<file path="src/rtl/uart_stat_pkg.sv">
package uart_stat_pkg;
  localparam int STAT_W = 8;
  localparam int MSR_W  = 4;
  localparam int MODEM_LINES = 2;

  localparam int BIT_PE  = 0;
  localparam int BIT_FE  = 1;
  localparam int BIT_OE  = 2;
  localparam int BIT_BRK = 3;
  localparam int BIT_MS  = 4;
  localparam int BIT_TC  = 5;
  localparam int BIT_TBE = 6;
  localparam int BIT_DR  = 7;

  // bits whose rising edge may interrupt
  localparam logic [STAT_W-1:0] EDGE_IRQ_MASK = 8'b0010_1111;
  // bits fed by level inputs, set on their rising edge
  localparam logic [STAT_W-1:0] LEVEL_MASK    = 8'b1100_0000;
  localparam logic [STAT_W-1:0] STAT_RESET    = 8'b0110_0000;

  typedef struct packed {
    logic statHold;    // status read in progress
    logic statEnd;     // status read has just ended
    logic statClrIrq;  // first cycle of a status read
    logic modemChg;    // a modem line changed this cycle
    logic modemClr;    // modem status read
  } ctlStrobe_t;
endpackage

</file>
<file path="src/rtl/uart_stat_ctrl.sv">
module uart_stat_ctrl
  import uart_stat_pkg::*;
#(
  parameter int LINES = MODEM_LINES
) (
  input  logic             clk,
  input  logic             rstN,
  input  logic             statRead,
  input  logic             modemRead,
  input  logic [LINES-1:0] lineN,
  output ctlStrobe_t       strobe
);
  logic             readQ;
  logic [LINES-1:0] lineQ;

  always_ff @(posedge clk or negedge rstN) begin
    if (!rstN) begin
      readQ <= 1'b0;
      lineQ <= '1;       // lines taken as deasserted at reset
    end else begin
      readQ <= statRead;
      lineQ <= lineN;
    end
  end

  always_comb begin
    strobe.statHold   = statRead;
    strobe.statEnd    = readQ & ~statRead;
    strobe.statClrIrq = statRead & ~readQ;
    strobe.modemChg   = |(lineQ ^ lineN);
    strobe.modemClr   = modemRead;
  end
endmodule

</file>
<file path="src/rtl/uart_stat_dp.sv">
module uart_stat_dp
  import uart_stat_pkg::*;
#(
  parameter int               W         = STAT_W,
  parameter logic [W-1:0]     RESET_VAL = STAT_RESET,
  parameter logic [W-1:0]     IRQ_MASK  = EDGE_IRQ_MASK,
  parameter logic [W-1:0]     LVL_MASK  = LEVEL_MASK
) (
  input  logic         clk,
  input  logic         rstN,
  input  ctlStrobe_t   strobe,
  input  logic [W-1:0] rawEv,
  input  logic         intEn,
  input  logic         modemIntEn,
  output logic [W-1:0] statQ,
  output logic         intr
);
  localparam logic IRQ_ARMED_AT_RESET = |(RESET_VAL & IRQ_MASK);

  logic [W-1:0] ev;
  logic [W-1:0] levelQ;
  logic [W-1:0] pendQ;
  logic [W-1:0] statNext;
  logic [W-1:0] pendNext;
  logic         statIrqQ;
  logic         modemIrqQ;

  // level inputs become rising-edge events; strobes pass straight through
  for (genvar i = 0; i < W; i++) begin : g_ev
    if (LVL_MASK[i]) begin : g_level
      always_ff @(posedge clk or negedge rstN) begin
        if (!rstN) levelQ[i] <= RESET_VAL[i];
        else       levelQ[i] <= rawEv[i];
      end
      assign ev[i] = rawEv[i] & ~levelQ[i];
    end else begin : g_pulse
      assign levelQ[i] = 1'b0;
      assign ev[i]     = rawEv[i];
    end
  end

  always_comb begin
    statNext = statQ;
    pendNext = pendQ;
    if (strobe.statHold) begin
      pendNext = pendQ | ev;
    end else if (strobe.statEnd) begin
      statNext = (pendQ | ev) & ~statQ;
      pendNext = '0;
    end else begin
      statNext = statQ | ev;
    end
  end

  always_ff @(posedge clk or negedge rstN) begin
    if (!rstN) begin
      statQ     <= RESET_VAL;
      pendQ     <= '0;
      statIrqQ  <= IRQ_ARMED_AT_RESET;
      modemIrqQ <= 1'b0;
    end else begin
      statQ     <= statNext;
      pendQ     <= pendNext;
      statIrqQ  <= strobe.statClrIrq ? 1'b0
                 : (statIrqQ | (|(statNext & ~statQ & IRQ_MASK)));
      modemIrqQ <= strobe.modemChg | (modemIrqQ & ~strobe.modemClr);
    end
  end

  assign intr = intEn & (statIrqQ | (modemIntEn & modemIrqQ));
endmodule

</file>
<file path="src/rtl/uart_stat_irq.sv">
module uart_stat_irq
  import uart_stat_pkg::*;
(
  input  logic              clk,
  input  logic              rstN,
  input  logic              parityErrEv,
  input  logic              frameErrEv,
  input  logic              overrunEv,
  input  logic              breakEv,
  input  logic              txDoneEv,
  input  logic              dataReady,
  input  logic              bufEmpty,
  input  logic              ctsN,
  input  logic              dsrN,
  input  logic              intEn,
  input  logic              modemIntEn,
  input  logic              statRead,
  input  logic              modemRead,
  output logic [STAT_W-1:0] statusReg,
  output logic [MSR_W-1:0]  modemStat,
  output logic              intr
);
  ctlStrobe_t        strobe;
  logic [STAT_W-1:0] rawEv;
  logic [MODEM_LINES-1:0] lineN;

  assign lineN = {dsrN, ctsN};

  uart_stat_ctrl #(.LINES(MODEM_LINES)) u_ctrl (
    .clk       (clk),
    .rstN      (rstN),
    .statRead  (statRead),
    .modemRead (modemRead),
    .lineN     (lineN),
    .strobe    (strobe)
  );

  always_comb begin
    rawEv          = '0;
    rawEv[BIT_PE]  = parityErrEv;
    rawEv[BIT_FE]  = frameErrEv;
    rawEv[BIT_OE]  = overrunEv;
    rawEv[BIT_BRK] = breakEv;
    rawEv[BIT_MS]  = strobe.modemChg;
    rawEv[BIT_TC]  = txDoneEv;
    rawEv[BIT_TBE] = bufEmpty;
    rawEv[BIT_DR]  = dataReady;
  end

  uart_stat_dp #(.W(STAT_W)) u_dp (
    .clk        (clk),
    .rstN       (rstN),
    .strobe     (strobe),
    .rawEv      (rawEv),
    .intEn      (intEn),
    .modemIntEn (modemIntEn),
    .statQ      (statusReg),
    .intr       (intr)
  );

  assign modemStat = {{(MSR_W-MODEM_LINES){1'b0}}, ~lineN};
endmodule

</file>
<file path="config.mk">
export PLATFORM = sky130hd
export DESIGN_NAME = uart_stat_irq
export DESIGN_NICKNAME = d
export VERILOG_FILES = /design/src/rtl/uart_stat_pkg.sv /design/src/rtl/uart_stat_ctrl.sv /design/src/rtl/uart_stat_dp.sv /design/src/rtl/uart_stat_irq.sv
export SDC_FILE = /design/constraint.sdc
export NUM_CORES = 1
export LEC_CHECK = 0
export ABC_AREA = 1
export BUFFER_PORTS_ARGS = -buffer_cell sky130_fd_sc_hd__buf_4
export CELL_PAD_IN_SITES_DETAIL_PLACEMENT = 1
export CELL_PAD_IN_SITES_GLOBAL_PLACEMENT = 1
export CORE_UTILIZATION = 37
export DETAILED_ROUTE_END_ITERATION = 6
export HOLD_SLACK_MARGIN = 0.12
export PLACE_DENSITY = 0.81
export RECOVER_POWER = 50
export SYNTH_ARGS = -nofsm -noshare
export SYNTH_HDL_FRONTEND = slang
export SYNTH_HIERARCHICAL = 1
export SYNTH_SLANG_ARGS = --single-unit
</file>
<file path="constraint.sdc">
create_clock -name clk -period 1.8 [get_ports clk]
set_input_delay 0.36 -clock clk [delete_from_list [all_inputs] [get_ports clk]]
set_output_delay 0.36 -clock clk [all_outputs]
set_load 0.01 [all_outputs]
</file>
Yosys cells after proc, flatten, opt, wreduce, memory -nomap -nowiden

Index checks and enable logic that the tools add are counted.
Widths: inputs -> output; s select.

Output and inout port bits: 13
Register bits: 23

Reduce and logical (&&, ||, !) cells: 3
Muxes and demuxes: 5
Bitwise operators: 22

Operator list:

| operator          | number |
|---|---|
| $mux 8            | 4 |
| $or 8x8->8        | 2 |
| $and 8x8->8       | 1 |
| $not 8->8         | 1 |
| $and 1x1->1       | 7 |
| $and 6x6->6       | 1 |
| $not 1->1         | 5 |
| $reduce_or 5->1   | 1 |
| $or 1x1->1        | 3 |
| $not 2->2         | 1 |
| $reduce_bool 2->1 | 1 |
| $reduce_or 2->1   | 1 |
| $xor 2x2->2       | 1 |
| $mux 1            | 1 |

Logic depth before layout (Yosys ltp)

Depth in word-level cells: 10
Mapped depth: 10
Depth with buffers taken out: 10

Hierarchy

Netlist, hierarchy kept.

By module, submodules not included:

| module         | cells an instance | sequential area each (um^2) | area an instance (um^2) | instances |
|---|---|---|---|---|
| uart_stat_dp   | 123               | 505.5                       | 962.2                   | 1 |
| uart_stat_ctrl | 16                | 77.6                        | 138.9                   | 1 |
| uart_stat_irq  | 5                 | 0.0                         | 26.3                    | 1 |

Least setup slack after synthesis

OpenSTA, ideal clock, no wires.

Path type: input to register
From: input statRead
To: register u_dp.statIrqQ
Data required time: 1.732 ns
Data arrival time: 1.183 ns
Setup time: 0.068 ns
Stages on the path: 9
Setup slack: 0.549 ns
Path through: nor2_1 > inv_2 > nor2_4 > nand3_1 > nand2_2 > nand2_1 > nand2_1 > inv_1 > a21oi_2

Cells in the longest elaborated chain, start to end: 8

RTL lines:

| what                 | line                 | source |
|---|---|---|
| from (decl)          | uart_stat_irq.sv:17  | `input logic statRead,` |
| $not 1->1            | uart_stat_ctrl.sv:28 | `strobe.statEnd = readQ & ~statRead;` |
| $and 1x1->1          | uart_stat_ctrl.sv:28 |  |
| $mux 8               | uart_stat_dp.sv:47   | `end else if (strobe.statEnd) begin` |
| $mux 8 (*)           | uart_stat_dp.sv:45   | `if (strobe.statHold) begin` |
| net u_dp.statNext[0] | uart_stat_dp.sv:23   | `logic [W-1:0] statNext;` |
| $and 6x6->6 (*)      | uart_stat_dp.sv:65   | `: (statIrqQ \| (\|(statNext & ~statQ & IRQ_MASK)));` |
| $reduce_or 5->1 (*)  | uart_stat_dp.sv:65   |  |
| $or 1x1->1 (*)       | uart_stat_dp.sv:65   |  |
| $mux 1 (*)           | uart_stat_dp.sv:64   | `statIrqQ <= strobe.statClrIrq ? 1'b0` |
| to (signal assigned) | uart_stat_dp.sv:64   |  |
| to (decl)            | uart_stat_dp.sv:25   | `logic statIrqQ;` |

Mark *: on every way through the listed nets, which the timed path passes. The rest lies on a longest branch.
A chain may end at the register's enable or synchronous reset.

==> metrics.cfg <==
[outcome]
status = complete, but fails checks
violations = DRC

[timing]
finalClockSkew_ps = 2.87
finalCritPeriodShare = 0.865
finalCriticalPeriod_ps = 1560
tns_ps = 0
relSlewSlack = 0.524
setup_viol = 0
fmax_mhz = 642
rsz0062_at_grt = no
worst_slew_pin_slew_ps = 714
finalHoldViolations = 0
slew_viol_final = 0

[finish]
diodes = 0
nets = 186
nFillCells = 355
multi_input_area_sq_um = 379
drive_gt1_frac = 0.224
ff_latch_area_sq_um = 583
syn_to_final_growth_pct = 18.4

[yosys]
synth.area.top_cells = dfrtp_1, nand2_1, dfstp_2
syn_area_per_cell_sq_um = 7.83
synth-edff-count = 0
yosys.area.top_type = dfrtp_1
yosysMostFrequentCell = nand2_1
syn_inst = 144
synth_seq_cells = 23
yosys-top-cells-count = nand2_1, inv_1, dfrtp_1
synth_top_area_share = 0.377
ys_types = 21
ys.flop_type = dfrtp_1
ys_seq_area_frac = 0.517
async_flop_share = 1.00
syn_area_sq_um = 1130
yosys_warnings = 6

[critical_path]
cp-start-kind = primary input
cp_max_fo = 15
path_cells = clkbuf_1 > nor2_1 > inv_2 > nor2_4 > nand3_1 > nand2_1 > nand2_1 > nand2_1 > inv_1 > a21oi_2
crit_top_cell = nand2_1
path_buf_inv = 3
crit_arrival_ps = 1810
required_ps = 2060
cp_top_family = simple AND/OR/NAND/NOR gates
critPathMaxStageDelay_ps = 360
worst_path_max_delay_cell = nor2_1
endpoint_kind = flop
crit_type = in2reg

[placed_design]
dp_hpwl_microns = 1780
io_buffers = 25
place_congestion = 0.732

[die]
die_h_microns = 57.2
start_util = 0.398
die_area_sq_um = 3270
row_count = 19
coreArea_sq_um = 2830
io_pins = 28
dieWidth_microns = 57.2

[routing]
post-route-drc-count = 3
wl_microns = 2350
drt_pass1_iterations = 7
viasPerCell = 4.79
wire_per_inst_microns = 11.7
drt_iter0_drc = 14
vias = 962
ant_nets = 0

[power_and_ir_drop]
power_switching_uw = 333
seqPwrFrac = 0.550
combPwrFrac = 0.233
p_sw_frac = 0.300
post-layout-total-power_uw = 1110
p_leak_uw = 0.000762
clockPowerShare = 0.217
vdd_drop_max_uv = 370
powerDensity_nw_per_um2 = 831
intPower_uw = 777

[clocking]
postCtsSetupRepairBufs = 0
htreeDepth = 1
cts_root_buf = clkbuf_4
cts_buffers = 3
clock-sinks = 23
clock_latency_ps = 310
postCtsResizedCells = 0
clk_pin_slew_ps = 120
cts_tree = yes
cts_buffer_depth = 2

[global_route]
antenna_found_initial = 0
grt_max_degree = 24
track_usage = 0.163
overflow = 0
grt_pass1_vias = 975
grt_pass1_wl_microns = 4110

[hold_path]
min_path_type = in2reg

[flow_run]
max_cap_viol_count = 0

cell usage in the layout, fill, tap and decap left out, types with 2 or more instances in the layout:
cell	synthesis	layout
nand2_1	43	43
inv_1	32	32
buf_4	4	19
dfrtp_1	17	17
o21ai_0	10	10
nand3_1	7	7
nor2_1	6	6
dfstp_2	6	6
clkbuf_1	0	5
clkbuf_4	0	4
a21oi_1	4	4
nand2_2	3	3
conb_1	1	2
inv_2	2	2
repair_timing:
action	CTS	global route
endpoints found under the setup margin	0	0
hold endpoints to repair	17	0
hold buffers	1	0
power by group through the flow:
stage | clock [uW] | sequential (uW) | combinational [uW]
2_1_floorplan | 0 | 629 | 142
3_3_place_gp | 0 | 618 | 255
3_5_place_dp | 0 | 621 | 264
4_1_cts | 258 | 612 | 267
5_1_grt | 268 | 617 | 295
6_report | 241 | 610 | 259
final cells by class:
type / instances / area share
multi-input combinational: 83 / 0.284
timing repair buffer: 26 / 0.135
sequential: 23 / 0.437
clock buffer: 4 / 0.0197
tap: 31 / 0.0291
inverter: 34 / 0.0956
flip-flops by register name, summed over array words and instances, names as in the netlist, named ones only:
| signal | count |
|---|---|
| u_dp/pendQ | 8 |
| u_dp/statQ | 7 |
| u_ctrl/lineQ | 2 |
| u_dp/levelQ | 2 |
| u_ctrl/readQ | 1 |
| u_dp/modemIrqQ | 1 |
| u_dp/statIrqQ | 1 |
metrics by stage:
step            util  instance area [sq um]  hold slack [ps]  std cells  worst slack, ps
2_1_floorplan      -                   1130             64.4        145              549
3_3_place_gp   0.465                   1320              273        196              255
3_5_place_dp   0.465                   1320              272        196              157
4_1_cts        0.478                   1350              127        201              220
5_1_grt        0.472                   1340              129        201              125
6_report       0.472                   1340              147        201              243
metal layers:
layer  vias to the layer above  global-route usage  wire [microns]
met5                         -                   0               0
met4                         0              0.0732              48
met3                         5              0.0204              83
met2                        18               0.292            1180
met1                       464               0.195            1040
li1                        475                   -               -
cells by family (layout without fill, tap and decap cells):
| logic type | Yosys count | in the layout | share of synthesized area |
|---|---|---|---|
| compound gates | 19 | 19 | 0.0955 |
| simple gates | 61 | 61 | 0.226 |
| buf+inv | 39 | 64 | 0.150 |
| other cells | 1 | 2 | 0.00333 |
| xor+xnor | 1 | 1 | 0.00777 |
| flops | 23 | 23 | 0.517 |
path summary, 6_finish.rpt:
check,startpoint,end,slack (ps),depth (start not counted)
min reg2reg,u_dp/pendQ[7]$_DFFE_PN0P_,u_dp/pendQ[7]$_DFFE_PN0P_,520,2
max in group asynchronous,rstN,u_dp/statQ[6]$_DFFE_PN1N_,870,2
min in group asynchronous,rstN,u_dp/modemIrqQ$_DFF_PN0_,550,2
min,bufEmpty,u_dp/levelQ[6]$_DFF_PN1_,150,1
max,statRead,u_dp/statIrqQ$_DFF_PN1_,240,10
max reg2reg,u_ctrl/readQ$_DFF_PN0_,u_dp/statIrqQ$_DFF_PN1_,310,10
No activity file was read; power rests on OpenSTA's default activity.
